### src/rtl/pipe8_pkg.sv
package pipe8_pkg;

    localparam int DATA_W  = 8;
    localparam int NREG    = 4;
    localparam int RIDX_W  = $clog2(NREG);
    localparam int IMM_W   = 4;

    typedef logic [DATA_W-1:0] word_t;

    typedef enum logic [2:0] {
        ROP_ADD = 3'b000,
        ROP_SUB = 3'b001,
        ROP_AND = 3'b010,
        ROP_OR  = 3'b011,
        ROP_MOV = 3'b100,
        ROP_CMP = 3'b101,
        ROP_LDR = 3'b110,
        ROP_STR = 3'b111
    } rop_e;

    typedef enum logic [1:0] {
        BC_EQ = 2'b00,
        BC_NE = 2'b01,
        BC_CS = 2'b10,
        BC_AL = 2'b11
    } bcond_e;

    typedef enum logic [1:0] {
        FMT_REG = 2'b00,
        FMT_IMM = 2'b01,
        FMT_BR  = 2'b10
    } fmt_e;

    typedef enum logic {
        ST_EXEC = 1'b0,
        ST_MEM2 = 1'b1
    } stage_e;

    typedef struct packed {
        logic z;
        logic c;
    } flags_t;

    typedef struct packed {
        fmt_e              fmt;
        rop_e              rop;
        logic [RIDX_W-1:0] rd;
        logic [RIDX_W-1:0] rs;
        logic [IMM_W-1:0]  imm;
        bcond_e            cond;
    } dec_t;

    function automatic dec_t decode_instr(input word_t ins);
        dec_t d;
        d.rop  = rop_e'(ins[6:4]);
        d.imm  = ins[3:0];
        d.cond = bcond_e'(ins[5:4]);
        d.rs   = ins[1:0];
        if (!ins[7]) begin
            d.fmt = FMT_REG;
            d.rd  = ins[3:2];
        end else if (!ins[6]) begin
            d.fmt = FMT_IMM;
            d.rd  = ins[5:4];
        end else begin
            d.fmt = FMT_BR;
            d.rd  = ins[5:4];
        end
        return d;
    endfunction

    function automatic logic cond_met(input bcond_e cc, input flags_t f);
        case (cc)
            BC_EQ:   return f.z;
            BC_NE:   return !f.z;
            BC_CS:   return f.c;
            default: return 1'b1;
        endcase
    endfunction

endpackage

### src/rtl/pipe8_regfile.sv
module pipe8_regfile
    import pipe8_pkg::*;
#(
    parameter int N = NREG,
    parameter int W = DATA_W
) (
    input  logic                 clk,
    input  logic                 rst,
    input  logic [$clog2(N)-1:0] ra_idx,
    input  logic [$clog2(N)-1:0] rb_idx,
    output logic [W-1:0]         ra_data,
    output logic [W-1:0]         rb_data,
    input  logic                 we,
    input  logic [$clog2(N)-1:0] wa,
    input  logic [W-1:0]         wd
);
    localparam int IW = $clog2(N);

    logic [W-1:0] regs [N];

    always_ff @(posedge clk) begin
        for (int i = 0; i < N; i++) begin
            if (rst)
                regs[i] <= '0;
            else if (we && wa == IW'(i))
                regs[i] <= wd;
        end
    end

    assign ra_data = regs[ra_idx];
    assign rb_data = regs[rb_idx];

endmodule

### src/rtl/pipe8_alu.sv
module pipe8_alu
    import pipe8_pkg::*;
#(
    parameter int W = DATA_W
) (
    input  rop_e         op,
    input  logic [W-1:0] a,
    input  logic [W-1:0] b,
    output logic [W-1:0] result,
    output flags_t       cmp_flags
);
    always_comb begin
        case (op)
            ROP_ADD: result = a + b;
            ROP_SUB: result = a - b;
            ROP_AND: result = a & b;
            ROP_OR:  result = a | b;
            ROP_MOV: result = b;
            default: result = a;
        endcase
    end

    assign cmp_flags.z = (a == b);
    assign cmp_flags.c = (a >= b);

endmodule

### src/rtl/pipe8_core.sv
module pipe8_core
    import pipe8_pkg::*;
#(
    parameter int ADDR_W = 7
) (
    input  logic              clk,
    input  logic              rst,
    input  logic [DATA_W-1:0] mem_rdata,
    output logic [ADDR_W-1:0] mem_addr,
    output logic              mem_wr_n,
    output logic [DATA_W-1:0] mem_wdata
);
    localparam int SEXT_W = ADDR_W - IMM_W;

    logic [ADDR_W-1:0] pc;
    word_t             ir;
    logic              ir_vld;
    stage_e            stage;
    flags_t            flags;

    dec_t   dec;
    word_t  ra_data, rb_data, alu_res, wr_data;
    flags_t alu_flags;
    logic   exec_vld, is_mem, mem_op, taken, fetch, cmp_exec, rf_we;
    logic [ADDR_W-1:0] target;

    assign dec      = decode_instr(ir);
    assign exec_vld = ir_vld && (stage == ST_EXEC);
    assign is_mem   = (dec.fmt == FMT_REG) && (dec.rop == ROP_LDR || dec.rop == ROP_STR);
    assign mem_op   = ir_vld && is_mem;
    assign taken    = exec_vld && (dec.fmt == FMT_BR) && cond_met(dec.cond, flags);
    assign fetch    = !mem_op;
    assign cmp_exec = exec_vld && (dec.fmt == FMT_REG) && (dec.rop == ROP_CMP);
    assign target   = pc + ADDR_W'(1) + ADDR_W'({{SEXT_W{dec.imm[IMM_W-1]}}, dec.imm});

    pipe8_regfile #(.N(NREG), .W(DATA_W)) u_rf (
        .clk     (clk),
        .rst     (rst),
        .ra_idx  (dec.rd),
        .rb_idx  (dec.rs),
        .ra_data (ra_data),
        .rb_data (rb_data),
        .we      (rf_we),
        .wa      (dec.rd),
        .wd      (wr_data)
    );

    pipe8_alu #(.W(DATA_W)) u_alu (
        .op        (dec.rop),
        .a         (ra_data),
        .b         (rb_data),
        .result    (alu_res),
        .cmp_flags (alu_flags)
    );

    always_comb begin
        rf_we   = 1'b0;
        wr_data = alu_res;
        if (stage == ST_MEM2) begin
            rf_we   = (dec.rop == ROP_LDR);
            wr_data = mem_rdata;
        end else if (exec_vld && dec.fmt == FMT_IMM) begin
            rf_we   = 1'b1;
            wr_data = DATA_W'(dec.imm);
        end else if (exec_vld && dec.fmt == FMT_REG) begin
            rf_we   = (dec.rop == ROP_ADD) || (dec.rop == ROP_SUB) || (dec.rop == ROP_AND)
                   || (dec.rop == ROP_OR)  || (dec.rop == ROP_MOV);
        end
    end

    assign mem_addr  = mem_op ? rb_data[ADDR_W-1:0] : pc;
    assign mem_wr_n  = !((stage == ST_MEM2) && (dec.rop == ROP_STR));
    assign mem_wdata = ra_data;

    always_ff @(posedge clk) begin
        if (rst) begin
            pc     <= '0;
            ir     <= '0;
            ir_vld <= 1'b0;
            stage  <= ST_EXEC;
            flags  <= '0;
        end else begin
            if (stage == ST_MEM2) begin
                stage  <= ST_EXEC;
                ir_vld <= 1'b0;
            end else if (mem_op) begin
                stage  <= ST_MEM2;
            end else begin
                ir     <= mem_rdata;
                ir_vld <= !taken;
                pc     <= taken ? target : pc + ADDR_W'(1);
            end
            if (cmp_exec)
                flags <= alu_flags;
        end
    end

    AST_WE_ONE_CYCLE: assert property (@(posedge clk) disable iff (rst)
        !mem_wr_n |=> mem_wr_n);
    AST_STORE_ADDR_HELD: assert property (@(posedge clk) disable iff (rst)
        !mem_wr_n |-> mem_addr == $past(mem_addr));
    AST_MEM2_AFTER_MEM1: assert property (@(posedge clk) disable iff (rst)
        (stage == ST_MEM2) |-> ($past(stage) == ST_EXEC && mem_addr == $past(mem_addr)));
    AST_FETCH_STEP: assert property (@(posedge clk) disable iff (rst)
        (fetch && !$past(rst) && $past(fetch) && !$past(taken))
            |-> mem_addr == $past(mem_addr) + ADDR_W'(1));
    AST_FLAGS_ONLY_CMP: assert property (@(posedge clk) disable iff (rst)
        (!$past(rst) && !$past(cmp_exec)) |-> $stable(flags));

endmodule

### config.mk
export PLATFORM = sky130hd
export DESIGN_NAME = pipe8_core
export DESIGN_NICKNAME = d
export VERILOG_FILES = /design/src/rtl/pipe8_pkg.sv /design/src/rtl/pipe8_regfile.sv /design/src/rtl/pipe8_alu.sv /design/src/rtl/pipe8_core.sv
export SDC_FILE = /design/constraint.sdc
export NUM_CORES = 1
export LEC_CHECK = 0
export ABC_CLOCK_PERIOD_IN_PS = 6400
export BUFFER_PORTS_ARGS = -buffer_cell sky130_fd_sc_hd__buf_4
export CORE_MARGIN = 2
export CORE_UTILIZATION = 45
export DETAILED_ROUTE_END_ITERATION = 8
export SETUP_SLACK_MARGIN = 0.2
export SYNTH_ARGS = -nofsm -noshare
export SYNTH_HDL_FRONTEND = slang
export SYNTH_HIERARCHICAL = 1
export SYNTH_SLANG_ARGS = --single-unit
### constraint.sdc
create_clock -name clk -period 6.4 [get_ports clk]
set_clock_uncertainty 0.15 [all_clocks]
set_input_delay 0.64 -clock clk [delete_from_list [all_inputs] [get_ports clk]]
set_output_delay 0.64 -clock clk [all_outputs]
set_load 0.01 [all_outputs]
==> impl_metrics.tcl <==
set metrics [dict create \
    status "finished clean" \
    rr_worst_depth 15 \
    placedCellCount 627 \
    die_area_sq_mm 0.01069 \
    first_global_vias 3514 \
    cts_sinks 51 \
    die_x_microns 103.4 \
    crit_slowest_cell "mux4_2" \
    grt_overflow_total 0 \
    wl_per_cell_microns 19.11 \
    ys_types 71 \
    synth_common_cells "64 x nor2_1, 39 x inv_1, 39 x nand2_1" \
    globalplace.congestion 0.8874 \
    holdPathEnd "flags[0]" \
    r2r_start "ir[7]" \
    path_depth 15 \
    ios 26 \
    p_per_area_mw_per_mm2 210.1 \
    core_area_sq_mm 0.009684 \
    initial_core_util_pct 45.90 \
    final_cell_count_no_fill 635 \
    synth_warnings 6 \
    worstPathMaxFanout 12 \
    tns_ns 0 \
    rsz0062_at_grt "false" \
    r2r_setup_slack_ns 2.12 \
    reg2reg_to "u_rf/regs[3][2]" \
    ys_seq_elements 51 \
    drive_above_1_share_pct 15.74 \
    ctsRootBufferMaster "clkbuf_8" \
    cts_buffers 5 \
    cts_tree "done" \
    placed_cell_area_sq_mm 0.004652 \
    insertion_delay_ns 0.32 \
    tightest_slew_ns 1.010 \
    synth_nets 541 \
    fmax_ghz 0.2338 \
    drt-vias-per-instance 5.981 \
    clockBufferDepth 2 \
    synth_top_area_share_pct 21.62 \
    cts-htree-levels 2 \
    path_cells "mux2_2 -> mux4_2 -> inv_1 -> ha_1 -> inv_1 -> fa_1 -> mux2i_1 -> xnor2_1 -> o21ai_0 -> nor2_1 -> a21oi_1 -> mux2i_1 -> o21ai_0 -> nand3b_1 -> nor2_1" \
    grt_usage_pct 23.46 \
    async_flop_share_pct 0 \
    synthFlopType "edfxtp_1" \
    chipHeight_microns 103.4 \
    synth-edff-count 32 \
    fin_area_sq_mm 0.004760 \
    slew_viol_final 0 \
    final_hold_viol_count 0 \
    whs_path_depth 2 \
    diodes 0 \
    hp-start "flags[0]" \
    drv_cap 0 \
    fill_cells 907 \
    ctsHoldBuffers 0 \
    crit_buf_inv 2 \
    syn-cell-area_sq_mm 0.004446 \
    fin_nets 547 \
    relSlewSlack_pct 32.55 \
    synthTopCellsByArea "edfxtp_1 22%, ha_1 9.3%, dfxtp_1 8.6%" \
    drt-initial-drc-count 214 \
    post-route-period-util_pct 66.83 \
    period_needed_ns 4.277 \
    crit_type "reg2reg" \
    core.rowCount 36 \
    setup_viol 0 \
    dp_hpwl_mm 8.959 \
    clk_pin_slew_worst_paths_ns 0.10 \
    cts_resized 0 \
    syn-instance-count 495 \
    p_leak_nw 1.945 \
    crit_family "multiplexers" \
    grt_max_degree 42 \
    ir_drop_v 0.0001005 \
    hp-class "reg2reg" \
    firstDrtPassIters 4 \
    synth_area_leader_cell "edfxtp_1" \
    worstPathRequired_ns 6.41 \
    wirelength_mm 12.13 \
    worst_ep_arrival_time_ns 4.29 \
    syn_area_per_cell_sq_um 8.981 \
    postCtsSetupBuffers 0 \
    num_vias 3798 \
    grt_pass1_wl_mm 18.95 \
    synth_most_common_cell "nor2_1" \
    detail_route.drc_violations 0 \
    syn_to_final_growth_pct 7.064 \
    grt_antenna_before_repair 0 \
    startpoint "ir[7]" \
    ys_seq_area_share_pct 30.17 \
    cp-start-kind "flop" \
    drtAntennaViolNets 0 \
    slowest_delay_ns 0.62 \
    critPathCaptureType "flop" \
    portBuffers 25 \
]
state kept, by name, summed over array words and instances, names as in the netlist:
signal     count
stage          1
flags          2
pc             7
u_rf/regs     32
ir             8
ir_vld         1
power breakdown:
| group | switching [W] | total (W) | internal, W | leakage (nW) |
|---|---|---|---|---|
| Combinational | 0.000233 | 0.000387 | 0.000154 | 1.40 |
| Clock | 0.000110 | 0.000225 | 0.000115 | 0.0556 |
| Sequential | 0.0000177 | 0.000388 | 0.000371 | 0.492 |
placed cells by master (no fill, tap or decap), types with 5 or more instances in the layout:
cell	synthesis	routed
a21oi_1	32	32
nand2b_1	7	7
nand3_1	9	9
nor3_1	11	11
mux4_2	16	16
mux2_2	10	10
nand3b_1	10	10
o21ai_0	33	33
ha_1	33	33
o21bai_1	6	6
o22ai_1	5	5
inv_1	39	39
mux2i_1	11	11
clkbuf_8	0	5
edfxtp_1	32	32
nor2b_1	5	5
dfxtp_1	19	19
nand2_1	39	39
buf_4	1	29
nor2_1	64	64
per-layer routing:
| layer | global-route usage, % | vias up | share of wire, % |
|---|---|---|---|
| met2 | 38.11 | 108 | 48 |
| met4 | 9.312 | 0 | 3.4 |
| li1 | - | 1806 | - |
| met3 | 3.091 | 25 | 4.1 |
| met5 | 0 | - | 0 |
| met1 | 31.79 | 1859 | 45 |
tightest hold or removal path: stages (launching register included):
cell,delay [ns]
dfxtp_1,0.35
mux2i_1,0.07
nor2_1,0.07
stage by stage:
| step | power, W | setup WS (ns) | util [%] | hold slack (ns) |
|---|---|---|---|---|
| after floorplan | 0.0006709 | 2.492 | - | 0.3134 |
| final | 0.0009998 | 2.123 | 49.15 | 0.3743 |
| after global routing | 0.001058 | 1.815 | 49.15 | 0.4149 |
| after detailed placement | 0.0007757 | 2.209 | 48.04 | 0.3496 |
| after CTS | 0.0009975 | 2.173 | 49.15 | 0.3748 |
| after global placement | 0.0007709 | 2.210 | 48.04 | 0.3295 |
cells by family after synthesis:
| group | share of synthesized area, % |
|---|---|
| xor+xnor | 1.379 |
| buf+inv | 7.374 |
| fa+ha+maj | 10.64 |
| flops | 30.17 |
| mux | 13.45 |
| simple gates | 18.69 |
| compound gates | 18.29 |
layout make-up:
class / count / area (sq um) / share of cell area, %
clock inverters: 3 / 38.79 / 0.8149
multi-input cells: 374 / 2776 / 58.33
inverters: 40 / 150.1 / 3.155
flip-flops and latches: 51 / 1341 / 28.18
well taps: 133 / 166.4 / 3.496
clock buffers: 5 / 68.82 / 1.446
repair buffers: 29 / 217.7 / 4.574
how the worst max path moves through the flow:
stage	end	slack, ns
6_report	u_rf/regs[3][2]	2.12
5_1_grt	u_rf/regs[3][2]	1.81
4_1_cts	u_rf/regs[3][2]	2.17
3_5_place_dp	u_rf/regs[3][2]	2.21
3_3_place_gp	u_rf/regs[0][2]	2.21
2_1_floorplan	u_rf/regs[3][6]	2.49
No activity file was read; power rests on OpenSTA's default activity.
